[config.mk]
export PLATFORM = sky130hd
export DESIGN_NAME = prio_irq_mask_ctrl
export DESIGN_NICKNAME = d
export VERILOG_FILES = /design/src/rtl/irq_prio_pkg.sv /design/src/rtl/irq_level_arbiter.sv /design/src/rtl/irq_nmi_edge.sv /design/src/rtl/irq_accept_ctrl.sv /design/src/rtl/prio_irq_mask_ctrl.sv
export SDC_FILE = /design/constraint.sdc
export NUM_CORES = 1
export LEC_CHECK = 0
export ABC_AREA = 1
export BUFFER_PORTS_ARGS = -buffer_cell sky130_fd_sc_hd__buf_2
export CORE_MARGIN = 4
export CORE_UTILIZATION = 57
export CTS_BUF_LIST = sky130_fd_sc_hd__clkbuf_4
export CTS_CLUSTER_SIZE = 30
export DETAILED_ROUTE_END_ITERATION = 10
export PLACE_DENSITY_LB_ADDON = 0.08
export SLEW_MARGIN = 40
export SYNTH_ARGS = -nofsm -noshare
export SYNTH_HDL_FRONTEND = slang
export SYNTH_HIERARCHICAL = 1
export SYNTH_SLANG_ARGS = --single-unit
[constraint.sdc]
create_clock -name clk -period 41.1 [get_ports clk]
set_clock_uncertainty 0.2 [all_clocks]
set_input_delay 8.22 -clock clk [delete_from_list [all_inputs] [get_ports clk]]
set_output_delay 8.22 -clock clk [all_outputs]
set_load 0.01 [all_outputs]
[src/rtl/irq_prio_pkg.sv]
package irq_prio_pkg;

    localparam int LVL_W = 3;
    localparam int VEC_W = 8;

    typedef logic [LVL_W-1:0] lvl_t;
    typedef logic [VEC_W-1:0] vec_t;

    localparam lvl_t LVL_TOP = '1;
    localparam vec_t NMI_VEC = vec_t'(7);

    typedef struct packed {
        logic  valid;
        logic  is_nmi;
        lvl_t  lvl;
        vec_t  vec;
    } cand_t;

    typedef enum logic {
        ST_IDLE,
        ST_POSTED
    } post_state_t;

    function automatic vec_t src_vector(input int base, input int idx);
        return vec_t'(base + idx);
    endfunction

endpackage

[src/rtl/irq_level_arbiter.sv]
module irq_level_arbiter
    import irq_prio_pkg::*;
#(
    parameter int NUM_SRC  = 16,
    parameter int VEC_BASE = 16
) (
    input  logic [NUM_SRC-1:0]       req,
    input  logic [NUM_SRC-1:0]       en,
    input  logic [NUM_SRC*LVL_W-1:0] lvl_flat,
    output cand_t                    best
);

    logic [NUM_SRC-1:0] active;
    lvl_t               lvls [NUM_SRC];

    for (genvar g = 0; g < NUM_SRC; g++) begin : g_src
        assign active[g] = req[g] & en[g];
        assign lvls[g]   = lvl_flat[g*LVL_W +: LVL_W];
    end

    // Scan from the top index down; ">=" lets a lower index replace an equal level.
    always_comb begin
        best = '0;
        for (int i = NUM_SRC - 1; i >= 0; i--) begin
            if (active[i] && (!best.valid || lvls[i] >= best.lvl)) begin
                best.valid  = 1'b1;
                best.is_nmi = 1'b0;
                best.lvl    = lvls[i];
                best.vec    = src_vector(VEC_BASE, i);
            end
        end
    end

    always_comb begin
        if (best.valid) begin

            sel_active_chk: assert (active[int'(best.vec) - VEC_BASE]);
            for (int k = 0; k < NUM_SRC; k++) begin

                sel_max_chk: assert (!active[k] || lvls[k] <= best.lvl);
            end
        end else begin

            sel_none_chk: assert (active == '0);
        end
    end

endmodule

[src/rtl/irq_nmi_edge.sv]
module irq_nmi_edge (
    input  logic clk,
    input  logic rst,
    input  logic nmi_in,
    input  logic clear,
    output logic pending
);

    logic prev_q;

    always_ff @(posedge clk) begin
        if (rst) begin
            prev_q  <= 1'b0;
            pending <= 1'b0;
        end else begin
            prev_q  <= nmi_in;
            pending <= (pending & ~clear) | (nmi_in & ~prev_q);
        end
    end


    nmi_latch_chk: assert property (@(posedge clk) disable iff (rst)
        (nmi_in && !prev_q) |=> pending);

endmodule

[src/rtl/irq_accept_ctrl.sv]
module irq_accept_ctrl
    import irq_prio_pkg::*;
(
    input  logic  clk,
    input  logic  rst,
    input  cand_t mbest,
    input  logic  nmi_pend,
    input  logic  insn_done,
    input  logic  vec_ack,
    input  logic  csr_we,
    input  lvl_t  csr_mask_wr,
    input  logic  csr_trace_wr,
    output logic  nmi_clear,
    output lvl_t  mask_lvl,
    output logic  trace_bit,
    output logic  vec_valid,
    output vec_t  vec_num
);

    post_state_t state_q;
    cand_t       win;
    logic        above_mask;
    logic        take;

    always_comb begin
        if (nmi_pend) begin
            win.valid  = 1'b1;
            win.is_nmi = 1'b1;
            win.lvl    = LVL_TOP;
            win.vec    = NMI_VEC;
        end else begin
            win = mbest;
        end
    end

    assign above_mask = win.valid && (win.is_nmi || win.lvl > mask_lvl);
    assign take       = (state_q == ST_IDLE) && insn_done && above_mask;
    assign nmi_clear  = take && win.is_nmi;
    assign vec_valid  = (state_q == ST_POSTED);

    always_ff @(posedge clk) begin
        if (rst) begin
            state_q   <= ST_IDLE;
            mask_lvl  <= LVL_TOP;
            trace_bit <= 1'b0;
            vec_num   <= '0;
        end else if (take) begin
            state_q   <= ST_POSTED;
            vec_num   <= win.vec;
            mask_lvl  <= win.is_nmi ? LVL_TOP : win.lvl;
            trace_bit <= 1'b0;
        end else begin
            if (csr_we) begin
                mask_lvl  <= csr_mask_wr;
                trace_bit <= csr_trace_wr;
            end
            if (state_q == ST_POSTED && vec_ack) begin
                state_q <= ST_IDLE;
            end
        end
    end


    take_on_boundary_chk: assert property (@(posedge clk) disable iff (rst)
        (!vec_valid && !insn_done) |=> !vec_valid);


    trace_cleared_chk: assert property (@(posedge clk) disable iff (rst)
        $rose(vec_valid) |-> !trace_bit);


    strict_above_chk: assert property (@(posedge clk) disable iff (rst)
        ($rose(vec_valid) && vec_num != NMI_VEC) |-> mask_lvl > $past(mask_lvl));


    nmi_mask_top_chk: assert property (@(posedge clk) disable iff (rst)
        ($rose(vec_valid) && vec_num == NMI_VEC) |-> mask_lvl == LVL_TOP);


    posted_hold_chk: assert property (@(posedge clk) disable iff (rst)
        (vec_valid && !vec_ack) |=> (vec_valid && $stable(vec_num)));


    ack_release_chk: assert property (@(posedge clk) disable iff (rst)
        (vec_valid && vec_ack) |=> !vec_valid);

endmodule

[src/rtl/prio_irq_mask_ctrl.sv]
module prio_irq_mask_ctrl
    import irq_prio_pkg::*;
#(
    parameter int NUM_SRC  = 16,
    parameter int VEC_BASE = 16
) (
    input  logic                     clk,
    input  logic                     rst,
    input  logic [NUM_SRC-1:0]       src_req,
    input  logic [NUM_SRC-1:0]       src_en,
    input  logic [NUM_SRC*LVL_W-1:0] src_lvl,
    input  logic                     nmi_in,
    input  logic                     insn_done,
    input  logic                     vec_ack,
    input  logic                     csr_we,
    input  logic [LVL_W-1:0]         csr_mask_wr,
    input  logic                     csr_trace_wr,
    output logic [LVL_W-1:0]         mask_lvl,
    output logic                     trace_bit,
    output logic                     vec_valid,
    output logic [VEC_W-1:0]         vec_num
);

    cand_t mbest;
    logic  nmi_pend;
    logic  nmi_clear;

    irq_level_arbiter #(
        .NUM_SRC  (NUM_SRC),
        .VEC_BASE (VEC_BASE)
    ) u_arb (
        .req      (src_req),
        .en       (src_en),
        .lvl_flat (src_lvl),
        .best     (mbest)
    );

    irq_nmi_edge u_nmi (
        .clk     (clk),
        .rst     (rst),
        .nmi_in  (nmi_in),
        .clear   (nmi_clear),
        .pending (nmi_pend)
    );

    irq_accept_ctrl u_ctrl (
        .clk          (clk),
        .rst          (rst),
        .mbest        (mbest),
        .nmi_pend     (nmi_pend),
        .insn_done    (insn_done),
        .vec_ack      (vec_ack),
        .csr_we       (csr_we),
        .csr_mask_wr  (csr_mask_wr),
        .csr_trace_wr (csr_trace_wr),
        .nmi_clear    (nmi_clear),
        .mask_lvl     (mask_lvl),
        .trace_bit    (trace_bit),
        .vec_valid    (vec_valid),
        .vec_num      (vec_num)
    );

endmodule

## Yosys cells after proc, flatten, opt, wreduce, memory -nomap -nowiden

Cells that the tools add are included.

- Flip-flop bits (word level): 15
- Bits of input ports: 90
- Output and inout bits: 13
- Word-level logic and storage cells: 120

- $lt $le $gt $ge: 16
- Multiplexer cells: 22
- Bitwise operators: 22
- Reduce and logical (&&, ||, !) cells: 54

Operators with widths:

| cell | count |
|---|---|
| $mux 13 | 17 |
| $ge 3x3->1 | 15 |
| $logic_and 1x1->1 | 20 |
| $and 1x1->1 | 18 |
| $logic_or 1x1->1 | 16 |
| $logic_not 1->1 | 15 |
| $mux 3 | 3 |
| $reduce_bool 2->1 | 2 |
| $gt 3x3->1 | 1 |
| $not 1->1 | 3 |
| $mux 1 | 2 |
| $reduce_or 2->1 | 1 |
| $or 1x1->1 | 1 |

## Longest topological paths before layout

Gate-level depths: netlist of run 1.

- Depth in word-level cells: 71
- Depth in mapped cells: 151
- Gate-level depth less buffers: 150

## By module

The synthesis of run 1 kept the hierarchy.

Modules (own cells, without submodules):

| module | times used | cells an instance | area an instance (um2) | seq. area each (um2) |
|---|---|---|---|---|
| irq_level_arbiter | 1 | 399 | 2,297.2 | 0.0 |
| irq_accept_ctrl | 1 | 104 | 700.7 | 260.2 |
| irq_nmi_edge | 1 | 10 | 77.6 | 40.0 |

## Worst setup path before layout of run 1

OpenSTA, ideal clock, no wires.

- Kind: input port to flip-flop
- Start point: input port src_req[15]
- End point: register u_nmi.pending
- Setup time: 0.113 ns
- Arrival: 23.422 ns
- Path slack: 17.364 ns
- Stages on the path: 143
- Path buffers: 1
- Cell sequence: nand2_2 > inv_1 > nand2_1 > ha_1 > nand2_1 > nand2_1 > nor2_1 > nand2_1 > nand2_1 > inv_1 > o21ai_0 > inv_1 > ha_1 > a21oi_1 > nand4_1 > nand2_2 > nand2_2 > and2_1 > [... 107 more ...] > a21oi_1 > nand2_1 > nand3_2 > clkinv_1 > nand2_1 > nand2_1 > or2_2 > ha_1 > nand3_1 > nand2_1 > nand2_1 > nand2_1 > nand2_2 > buf_2 > nor2_1 > inv_1 > nand3_2 > nand2_1

RTL lines:

| item | line | RTL |
|---|---|---|
| start, declared | prio_irq_mask_ctrl.sv:9 | `input logic [NUM_SRC-1:0] src_req,` |
| end signal, assigned | irq_nmi_edge.sv:17 | `pending <= (pending & ~clear) \| (nmi_in & ~prev_q);` |
| end, declared | irq_nmi_edge.sv:6 | `output logic pending` |

==> results.md, run 1 <==
* PD cells at ~36 mW/mm²
* Status: finished clean
* 1st-iter DRT viols at between 150 and 200
* Antenna viol nets, final at 0
* Vias at ~3400
* Leak at approximately 2.3 nW
* I/O Buffers at a little over 100
* Setup Fix Bufs, Post-CTS at 0
* CTS Buf Count at 3
* Synth top area cells: nand2_1 17%, ha_1 17%, inv_1 11%
* Post_cts resized at 0
* Post-Syn Instances at ~510
* Top Ports at 103
* Syn avg cell area at ~6.0 µm²
* Final period util at around 62%
* First-pass GRT wire length at about 12000 µm
* Die width at about 81 µm
* Fraction of layout cells with a size suffix above 1 at ~29%
* Most frequent CP cell: nand2_1
* Max IR drop VDD at approximately 14 µV
* Yosys reg bits at 15
* Slowest-stage cell, CP: ha_1
* Pin count of the biggest net entering global routing at 23
* RSZ-0062 raised after global routing: no
* # diodes at 0
* Root buf cell: clkbuf_4
* Max-cap violations at 0
* Setup crit end kind: flip-flop
* CP arrival at 25.58 ns
* Post-layout net count at roughly 750
* Sequential area share after synthesis at around 9.8%
* Drc violations at 0
* WS Path Type: input pin to flip-flop
* Worst r2r src: u_nmi/pending
* Die height at a little over 80 µm
* Hold crit path type: flip-flop to flip-flop
* Area Growth Syn to Fin at 19.0%
* Initial Utilization at 59.5%
* Initial DRT Pass Iterations at 4
* Die ar. at between 0.006 and 0.007 mm²
* Routed vias/inst at 4.89
* # H-tree levels at 1
* Clock Pin Slew Worst Setup and Hold Paths at approximately 0.09 ns
* DP HPWL at between 6000 and 7000 µm
* Area share of the largest cell type after synthesis at between 15 and 20%
* Gpl congestion at about 0.9
* Hold Crit Start: u_ctrl/vec_num[2]
* CTS tree: built
* Vias in the first global route at approximately 3200
* Post-synth EDFFs at 0
* # setup viols final at 0
* Initial antenna violation count at 0
* Max Clock Freq at around 39 MHz
* FP Rows at 26
* Hold Violations, Final at 0
* Final Util at 70.8%
* Worst Path Max Fanout at 22
* Clock Latency Late Sink at between 0.2 and 0.3 ns
* Max incr delay on CP at roughly 0.32 ns
* Clk buf depth at 2
* Worst Path Required at approximately 41 ns
* Synth warn at 6
* Pins Over Slew Limit at 0
* Crit path launch type: input pin
* Ys flop type: dfxtp_1
* Most frequent cell after synthesis: nand2_1
* Crit path launch: src_req[15]
* Total gr overflow at 0
* Fin Setup TNS at 0 ns
* Yosys cell types at 36
* Tmin final at 25.60 ns
* CORE AREA at 0.00517 mm²
* Largest area contributor in the netlist: nand2_1
* Mapped Area at between 0.003 and 0.004 mm²
* CTS Sinks at 15
* Hold-fix buffers, CTS at 0
* FFs w/ async S/R, synth at 0%
* WL/cell at 10.4 µm
* Top post-synthesis cells by count: 138 x nand2_1, 92 x inv_1, 45 x nand3_1, 41 x ha_1, 34 x o21ai_0
* Drt total wl at roughly 7000 µm
* GRT Overall Usage at ~22%
==> final cells by class <==
cell class,count,area (µm²)
Multi-Input combinational cell,393,2350
Timing Repair Buffer,102,510
Inverter,101,379
Fill cell,479,1510
Sequential cell,15,300
Clock buffer,4,30.0
Tap cell,70,87.6
==> where the power goes <==
group | total, mW | internal [mW] | switching [mW]
logic | 0.102 | 0.0419 | 0.0605
registers | 0.0199 | 0.0176 | 0.00228
clock network | 0.00898 | 0.00442 | 0.00456
total | 0.131 | 0.0640 | 0.0674
==> worst max-delay path, delay by kind of cell <==
family                   cells  cell delay [ns]
AND/OR/NAND/NOR             79             7.21
adder cells (fa/ha/maj)     16             4.59
AO/OA/AOI/OAI               30             4.21
buffers and inverters       19             1.31
==> sequential cells by signal (all words and copies together), names as in the netlist <==
signal            flops
u_ctrl/mask_lvl       3
u_nmi/pending         1
u_ctrl/vec_valid      1
u_ctrl/vec_num        8
u_nmi/prev_q          1
u_ctrl/trace_bit      1
==> worst paths after layout <==
check	to	slack, ns	depth (start not counted)
worst max-delay path	u_nmi/pending	15.50	144
worst min-delay path	u_ctrl/vec_num[2]	0.27	2
worst max register to register	u_nmi/pending	38.68	11
worst min register to register	u_ctrl/vec_num[2]	0.27	2
==> metal layers <==
metal  track usage, %  part of all wire (%)
met4             4.56                   1.0
met1             25.6                    44
met5                0                     0
met3             2.41                   5.8
met2             43.5                    50
==> per-stage QoR <==
stage / area, µm² / hold WS, ns / setup WS, ns / cells / total power, mW
after floorplan: 3090 / 0.250 / 17.36 / 516 / 0.0998
after global placement: 3630 / 0.247 / 15.97 / 681 / 0.118
after detailed placement: 3630 / 0.255 / 15.27 / 681 / 0.123
after CTS: 3660 / 0.269 / 15.52 / 685 / 0.132
after global routing: 3660 / 0.295 / 13.47 / 685 / 0.150
final: 3660 / 0.267 / 15.50 / 685 / 0.131
==> cells by family after synthesis <==
kind of cell,after synthesis,share of synthesized area (%)
flip-flops,15,9.76
buffers and inverters,108,14.1
adder cells (fa/ha/maj),41,16.7
other,1,0.122
AND/OR/NAND/NOR,283,47.7
AO/OA/AOI/OAI,65,11.6
==> cell usage in the layout, fill, tap and decap left out, types with 2 or more instances in the layout <==
cell      instances
nand3_2          13
clkinv_1          3
ha_1             41
o211ai_1          2
o21ai_0          34
nor2_1           22
nand2_4          17
nand4_1           3
a21oi_1          20
nand3_1          45
nand2_1         138
or2_1             3
or2_2             7
conb_1            4
and2_1            6
o21ai_1           2
inv_2             6
nand2_2          21
dfxtp_1          15
buf_2           102
clkbuf_4          4
inv_1            92
nor3_1            2
nand3b_1          2
Power figures use the tool's default switching activity.
==> inputs of run 2 (changes only) <==
--- a/config.mk
+++ b/config.mk
@@ -8,7 +8,7 @@
 export ABC_AREA = 1
 export BUFFER_PORTS_ARGS = -buffer_cell sky130_fd_sc_hd__buf_2
 export CORE_MARGIN = 4
-export CORE_UTILIZATION = 57
+export CORE_UTILIZATION = 48
 export CTS_BUF_LIST = sky130_fd_sc_hd__clkbuf_4
 export CTS_CLUSTER_SIZE = 30
 export DETAILED_ROUTE_END_ITERATION = 10
==> constraint.sdc (replaced) <==
create_clock -name clk -period 21.5 [get_ports clk]
set_clock_uncertainty 0.2 [all_clocks]
set_input_delay 4.3 -clock clk [delete_from_list [all_inputs] [get_ports clk]]
set_output_delay 4.3 -clock clk [all_outputs]
set_load 0.01 [all_outputs]
==> run 2 against run 1 <==
First-iteration DRC count fell by 34%. Clock power rose by 96%. Critical path depth fell by 3. Final area rose by 8.7%. Setup slack got worse by 14 ns. Combinational power rose by 120%. Register-to-register slack got worse by 19 ns. Critical endpoint is now u_ctrl/mask_lvl[2]. Highest routed layer unchanged.
==> results.md, run 2 (synthesized netlist as in run 1, its figures left out) <==
* Worst Path Required at about 21 ns
* Status: finished clean
* Pins Over Slew Limit at 0
* Area Growth Syn to Fin at 29.4%
* I/O Buffers at 102
* # diodes at 0
* Vias at around 3400
* Worst Path Max Fanout at 8
* Reg-to-reg slack, setup at just under 20 ns
* CP arrival at roughly 20 ns
* Internal at around 0.14 mW
* Hold crit path type: flip-flop to flip-flop
* Fin Setup TNS at 0 ns
* Most frequent CP cell: nand2_1
* Antenna viol nets, final at 0
* PD cells at a little over 70 mW/mm²
* Max incr delay on CP at approximately 0.31 ns
* FP Rows at 28
* Commonest non-fill, non-tap cell in the layout: nand2_1
* Fraction of layout cells with a size suffix above 1 at 34.1%
* Die ar. at between 0.007 and 0.008 mm²
* Reg with most FFs: u_ctrl/vec_num
* GRT Overall Usage at a little under a fifth
* # H-tree levels at 1
* CORE AREA at slightly above 0.006 mm²
* Hold Violations, Final at 0
* Top Ports at 103
* Slowest-stage cell, CP: or2_2
* First-pass GRT wire length at between 10000 and 15000 µm
* Max IR drop VDD at ~45 µV
* Worst hold path stage count at 2
* Final period util at between 90 and 100%
* Non-Filler Instances at between 700 and 800
* Vias in the first global route at ~3000
* Max Clock Freq at 49.8 MHz
* Total gr overflow at 0
* Gpl congestion at about 0.86
* Net switching power at ~0.14 mW
* Worst relative slew slack at a little under three fifths
* Crit path launch type: input pin
* WS Path Type: input pin to flip-flop
* Routed vias/inst at roughly 4.9
* Setup crit end kind: flip-flop
* CTS tree: built
* Die width at about 88 µm
* Pin count of the biggest net entering global routing at 23
* Clock Pin Slew Worst Setup and Hold Paths at 0.09 ns
* 1st-iter DRT viols at 111
* Initial DRT Pass Iterations at 4
* CTS Sinks at 15
* DP HPWL at ~6300 µm
* Drc violations at 0
* Sequential power share at between 10% and 20%
* Most frequent cells in the layout: 135 x nand2_1, 102 x buf_2, 92 x inv_1
* Root buf cell: clkbuf_4
* Clock share of power at between 6 and 7%
* CTS Buf Count at 3
* Logic pwr share at approximately four fifths
* Max reg flops at 8
* Clk buf depth at 2
* Post-layout net count at roughly 770
* Die height at roughly 90 µm
* Initial Utilization at 50.7%
* Placed Cells at approximately 690
* Switching Fraction at 51.0%
* Leak at around 2.4 nW
* WL/cell at ~11 µm
* Initial antenna violation count at 0
* FF-to-FF path depth at 10
* # fillers at approximately 600
* Max-cap violations at 0
* Tmin final at around 20 ns
* # setup viols final at 0
* Clock Latency Late Sink at between 0.2 and 0.3 ns
* Largest regs: u_ctrl/vec_num x8, u_ctrl/mask_lvl x3
* Drt total wl at 7650 µm
* Hold_ws at approximately 0.27 ns
* Least-Margin Pin Slew at roughly 0.64 ns
[run 2: changes by cell type in the layout (fill, tap and decap cells not counted), sizes merged]
| cell | delta |
|---|---|
| buf | +16 |
| nand2 | +2 |
| clkinv | -1 |
| inv | +1 |
[run 2: worst paths after layout]
path | start | endpoint
worst min-delay path | u_ctrl/vec_num[1] | u_ctrl/vec_num[1]
worst min register to register | u_ctrl/vec_num[1] | u_ctrl/vec_num[1]
worst max-delay path | src_req[15] | u_ctrl/mask_lvl[2]
worst max register to register | u_nmi/pending | u_ctrl/mask_lvl[2]
[run 2: timing repair]
action,CTS,global route
endpoints found under the setup margin,0,14
buffers inserted,0,14
gates resized for setup,0,51
hold buffers,0,0
[run 2: worst max-delay path, delay by kind of cell]
kind | cells | cell delay [ns]
simple gates | 79 | 7.11
compound gates | 26 | 3.14
fa+ha+maj | 16 | 4.07
buf+inv | 20 | 1.38
[run 2: power by group through the flow]
stage	clock network (mW)	logic, mW	registers (mW)
after floorplan	0	0.150	0.0405
after global placement	0	0.191	0.0385
after detailed placement	0	0.197	0.0385
after CTS	0.0180	0.198	0.0380
after global routing	0.0192	0.260	0.0387
final	0.0176	0.228	0.0379
[run 2: area by class of cell]
cell class                      count  area, µm²  area share [%]
Sequential cell                    15        300            7.54
Clock buffer                        4       30.0           0.754
Multi-Input combinational cell    395       2540            63.9
Timing Repair Buffer              118        634            15.9
Inverter                          101        379            9.53
Tap cell                           75       93.8            2.36
[run 2: metal layers]
layer / vias to the layer above / global-route usage, % / part of all wire, %
li1: 1868 / - / -
met1: 1471 / 23.0 / 43
met2: 95 / 34.9 / 50
met3: 2 / 1.51 / 6.3
met4: 0 / 1.79 / 0.24
met5: - / 0 / 0
[run 2: metrics by stage]
step | power (mW) | instance area [µm²] | setup WS, ns | util, %
3_3_place_gp | 0.229 | 3650 | 0.270 | 60.3
4_1_cts | 0.253 | 3680 | 0.122 | 60.8
3_5_place_dp | 0.235 | 3650 | -0.176 | 60.3
5_1_grt | 0.317 | 3980 | -0.111 | 65.7
2_1_floorplan | 0.191 | 3090 | 1.68 | -
6_report | 0.284 | 3980 | 1.42 | 65.7
==> inputs of run 3 (changes only) <==
--- a/config.mk
+++ b/config.mk
@@ -5,13 +5,13 @@
 export SDC_FILE = /design/constraint.sdc
 export NUM_CORES = 1
 export LEC_CHECK = 0
-export ABC_AREA = 1
 export BUFFER_PORTS_ARGS = -buffer_cell sky130_fd_sc_hd__buf_2
 export CORE_MARGIN = 4
-export CORE_UTILIZATION = 48
+export CORE_UTILIZATION = 49
 export CTS_BUF_LIST = sky130_fd_sc_hd__clkbuf_4
 export CTS_CLUSTER_SIZE = 30
 export DETAILED_ROUTE_END_ITERATION = 10
+export HOLD_SLACK_MARGIN = 0.12
 export PLACE_DENSITY_LB_ADDON = 0.08
 export SLEW_MARGIN = 40
 export SYNTH_ARGS = -nofsm -noshare
==> run 3 against run 2 <==
The flow now finishes with violations (negative setup slack). Register-to-register slack worse by 0.31 ns. Sequential power grew 13%. First-iteration DRC count rose by 41%. Power up 74%. Utilization up 22 points. Critical endpoint is now u_ctrl/vec_num[2]. Die area is 5.2% higher. Routed wire length up 73%. Area after synthesis grew 7.9%. Maximum frequency fell by 17%. Via count rose by 33%.
==> results.md, run 3 <==
* Clk buf depth at 2
* CTS Buf Count at 3
* Worst Path Max Fanout at 7
* Max Clock Freq at about 42 MHz
* FP Rows at 29
* Worst r2r src: u_nmi/pending
* Mapped Area at 0.00332 mm²
* Largest regs: u_ctrl/vec_num x8, u_ctrl/mask_lvl x3
* Max-cap violations at 0
* Top post-synthesis cells by count: 43 x nand2_1, 41 x ha_1, 39 x inv_1, 30 x a21oi_1, 27 x nor2_1
* Drc violations at 0
* Power, Total at between 0.4 and 0.5 mW
* Reg-to-reg slack, setup at approximately 19 ns
* Clock Latency Late Sink at approximately 0.28 ns
* Final period util at 112%
* Pins Over Slew Limit at 0
* Worst relative slew slack at around 55%
* Critical path capture point: u_ctrl/vec_num[2]
* Root buf cell: clkbuf_4
* CTS Sinks at 15
* Synth warn at 6
* First-pass GRT wire length at just under 20000 µm
* Initial antenna violation count at 0
* # H-tree levels at 1
* Tmin final at 24.08 ns
* CORE AREA at 0.00646 mm²
* Leak at about 2.7 nW
* Crit path launch type: input pin
* Hold Violations, Final at 0
* Area share of the largest cell type after synthesis at between 10% and 20%
* Status: complete, but fails checks
* Crit path launch: src_lvl[45]
* Routed vias/inst at approximately 6.0
* Post-layout net count at about 800
* Violated checks: negative setup slack
* Initial DRT Pass Iterations at 4
* Reg with most FFs: u_ctrl/vec_num
* Die height at around 90 µm
* Hold-fix buffers, CTS at 0
* Ys flop type: dfxtp_1
* Drt total wl at approximately 13000 µm
* Initial Utilization at between 50% and 60%
* WS Path Type: input pin to flip-flop
* Max reg flops at 8
* Total gr overflow at 0
* Yosys reg bits at 15
* FFs w/ async S/R, synth at 0%
* # diodes at 0
* Reg-to-Reg End: u_ctrl/vec_num[2]
* Final Util at between 80% and 90%
* Commonest non-fill, non-tap cell in the layout: buf_4
* Fraction of layout cells with a size suffix above 1 at 56.9%
* Antenna viol nets, final at 0
* Vias at 4571
* PD cells at slightly below 90 mW/mm²
* GRT Overall Usage at between 20% and 30%
* Syn avg cell area at between 7 and 8 µm²
* # setup viols final at 13
* Pin count of the biggest net entering global routing at 17
* Post-synth EDFFs at 0
* Hold crit path type: flip-flop to flip-flop
* Worst Path Required at 21.50 ns
* Most frequent cells in the layout: 138 x buf_4, 99 x buf_2, 41 x nand2_1
* Largest area contributor in the netlist: ha_1
* DP HPWL at 8890 µm
* Least-Margin Pin Slew at 0.670 ns
* Most frequent cell after synthesis: nand2_1
* Slowest-stage cell, CP: a2111o_1
* CTS tree: built
* Clock Pin Slew Worst Setup and Hold Paths at ~0.10 ns
* Most frequent CP cell: nand2b_4
* RSZ-0062 raised after global routing: yes
* Top Ports at 103
* Max IR drop VDD at between 60 and 70 µV
* Max incr delay on CP at 0.48 ns
* FF-to-FF path depth at 5
* Final worst slack at -2.58 ns
* Setup crit end kind: flip-flop
* Area Growth Syn to Fin at 70.2%
* WL/cell at around 17 µm
* Die width at between 90 and 100 µm
* 1st-iter DRT viols at between 150 and 200
* Sequential area share after synthesis at 9.05%
* CP arrival at approximately 24 ns
* Vias in the first global route at about 4600
* Post-Syn Instances at about 440
* Gpl congestion at roughly 0.90
* Synth top area cells: ha_1 15%, dfxtp_1 9.0%, nand2_1 4.9%
* Die ar. at slightly above 0.008 mm²
* I/O Buffers at slightly above 100
* Yosys cell types at 75
-- run 3: layer usage --
| metal | track usage [%] | wire, µm | part of all wire, % |
|---|---|---|---|
| met3 | 3.42 | 734 | 5.6 |
| met4 | 9.06 | 688 | 5.2 |
| met5 | 0 | 0 | 0 |
| met2 | 53.3 | 6730 | 51 |
| met1 | 31.0 | 5040 | 38 |
-- run 3: power breakdown --
group          switching [mW]  internal (mW)  leakage [nW]
clock                 0.00989        0.00705        0.0139
combinational           0.205          0.230          2.61
sequential            0.00724         0.0356         0.124
-- run 3: critical path, delay by kind of cell --
family	cells	cell delay, ns
adders and majority gates	18	4.71
buffers and inverters	2	0.24
and+or+nand+nor	34	4.83
muxes	6	2.06
AOI/OAI and AO/OA	41	7.94
-- run 3: cell type report --
class / instances / area (µm²)
flip-flops and latches: 15 / 300
repair buffers: 245 / 1640
inverters: 39 / 149
clock inverters: 1 / 7.51
fillers: 350 / 810
multi-input cells: 377 / 3430
well taps: 77 / 96.3
clock buffers: 3 / 22.5
-- run 3: timing repair --
| item | in CTS | in global routing |
|---|---|---|
| gates cloned | 0 | 1 |
| pin swaps | 23 | 17 |
| endpoints found under the setup margin | 13 | 13 |
| gates resized for setup | 38 | 30 |
| setup buffers | 25 | 6 |
-- run 3: logic make-up after synthesis --
logic type	share of synthesized area, %
other	0.113
and+or+nand+nor	23.2
AOI/OAI and AO/OA	38.7
DFF	9.05
buffers and inverters	7.54
muxes	5.09
adders and majority gates	16.4
-- run 3: stage by stage --
stage	setup TNS [ns]	cell area, µm²	hold slack, ns	std cells	setup slack [ns]
floorplan	-27.05	3710	0.267	446	-2.12
global placement	-30.74	5030	0.278	721	-2.40
detailed placement	-35.12	5030	0.293	721	-2.76
CTS	-28.13	5430	0.308	750	-2.20
global route	-42.90	5650	0.342	757	-3.35
finish	-33.00	5650	0.320	757	-2.58
-- run 3: how the worst min path moves through the flow --
stage / slack, ns / to / start / depth (start not counted)
finish: 0.32 / u_ctrl/vec_num[4] / u_ctrl/vec_num[4] / 2
floorplan: 0.27 / u_nmi/pending / u_nmi/prev_q / 2
global placement: 0.28 / u_nmi/pending / u_nmi/prev_q / 2
global route: 0.34 / u_ctrl/vec_num[0] / u_ctrl/vec_num[0] / 2
CTS: 0.31 / u_nmi/pending / u_nmi/prev_q / 2
detailed placement: 0.29 / u_nmi/pending / u_nmi/prev_q / 2
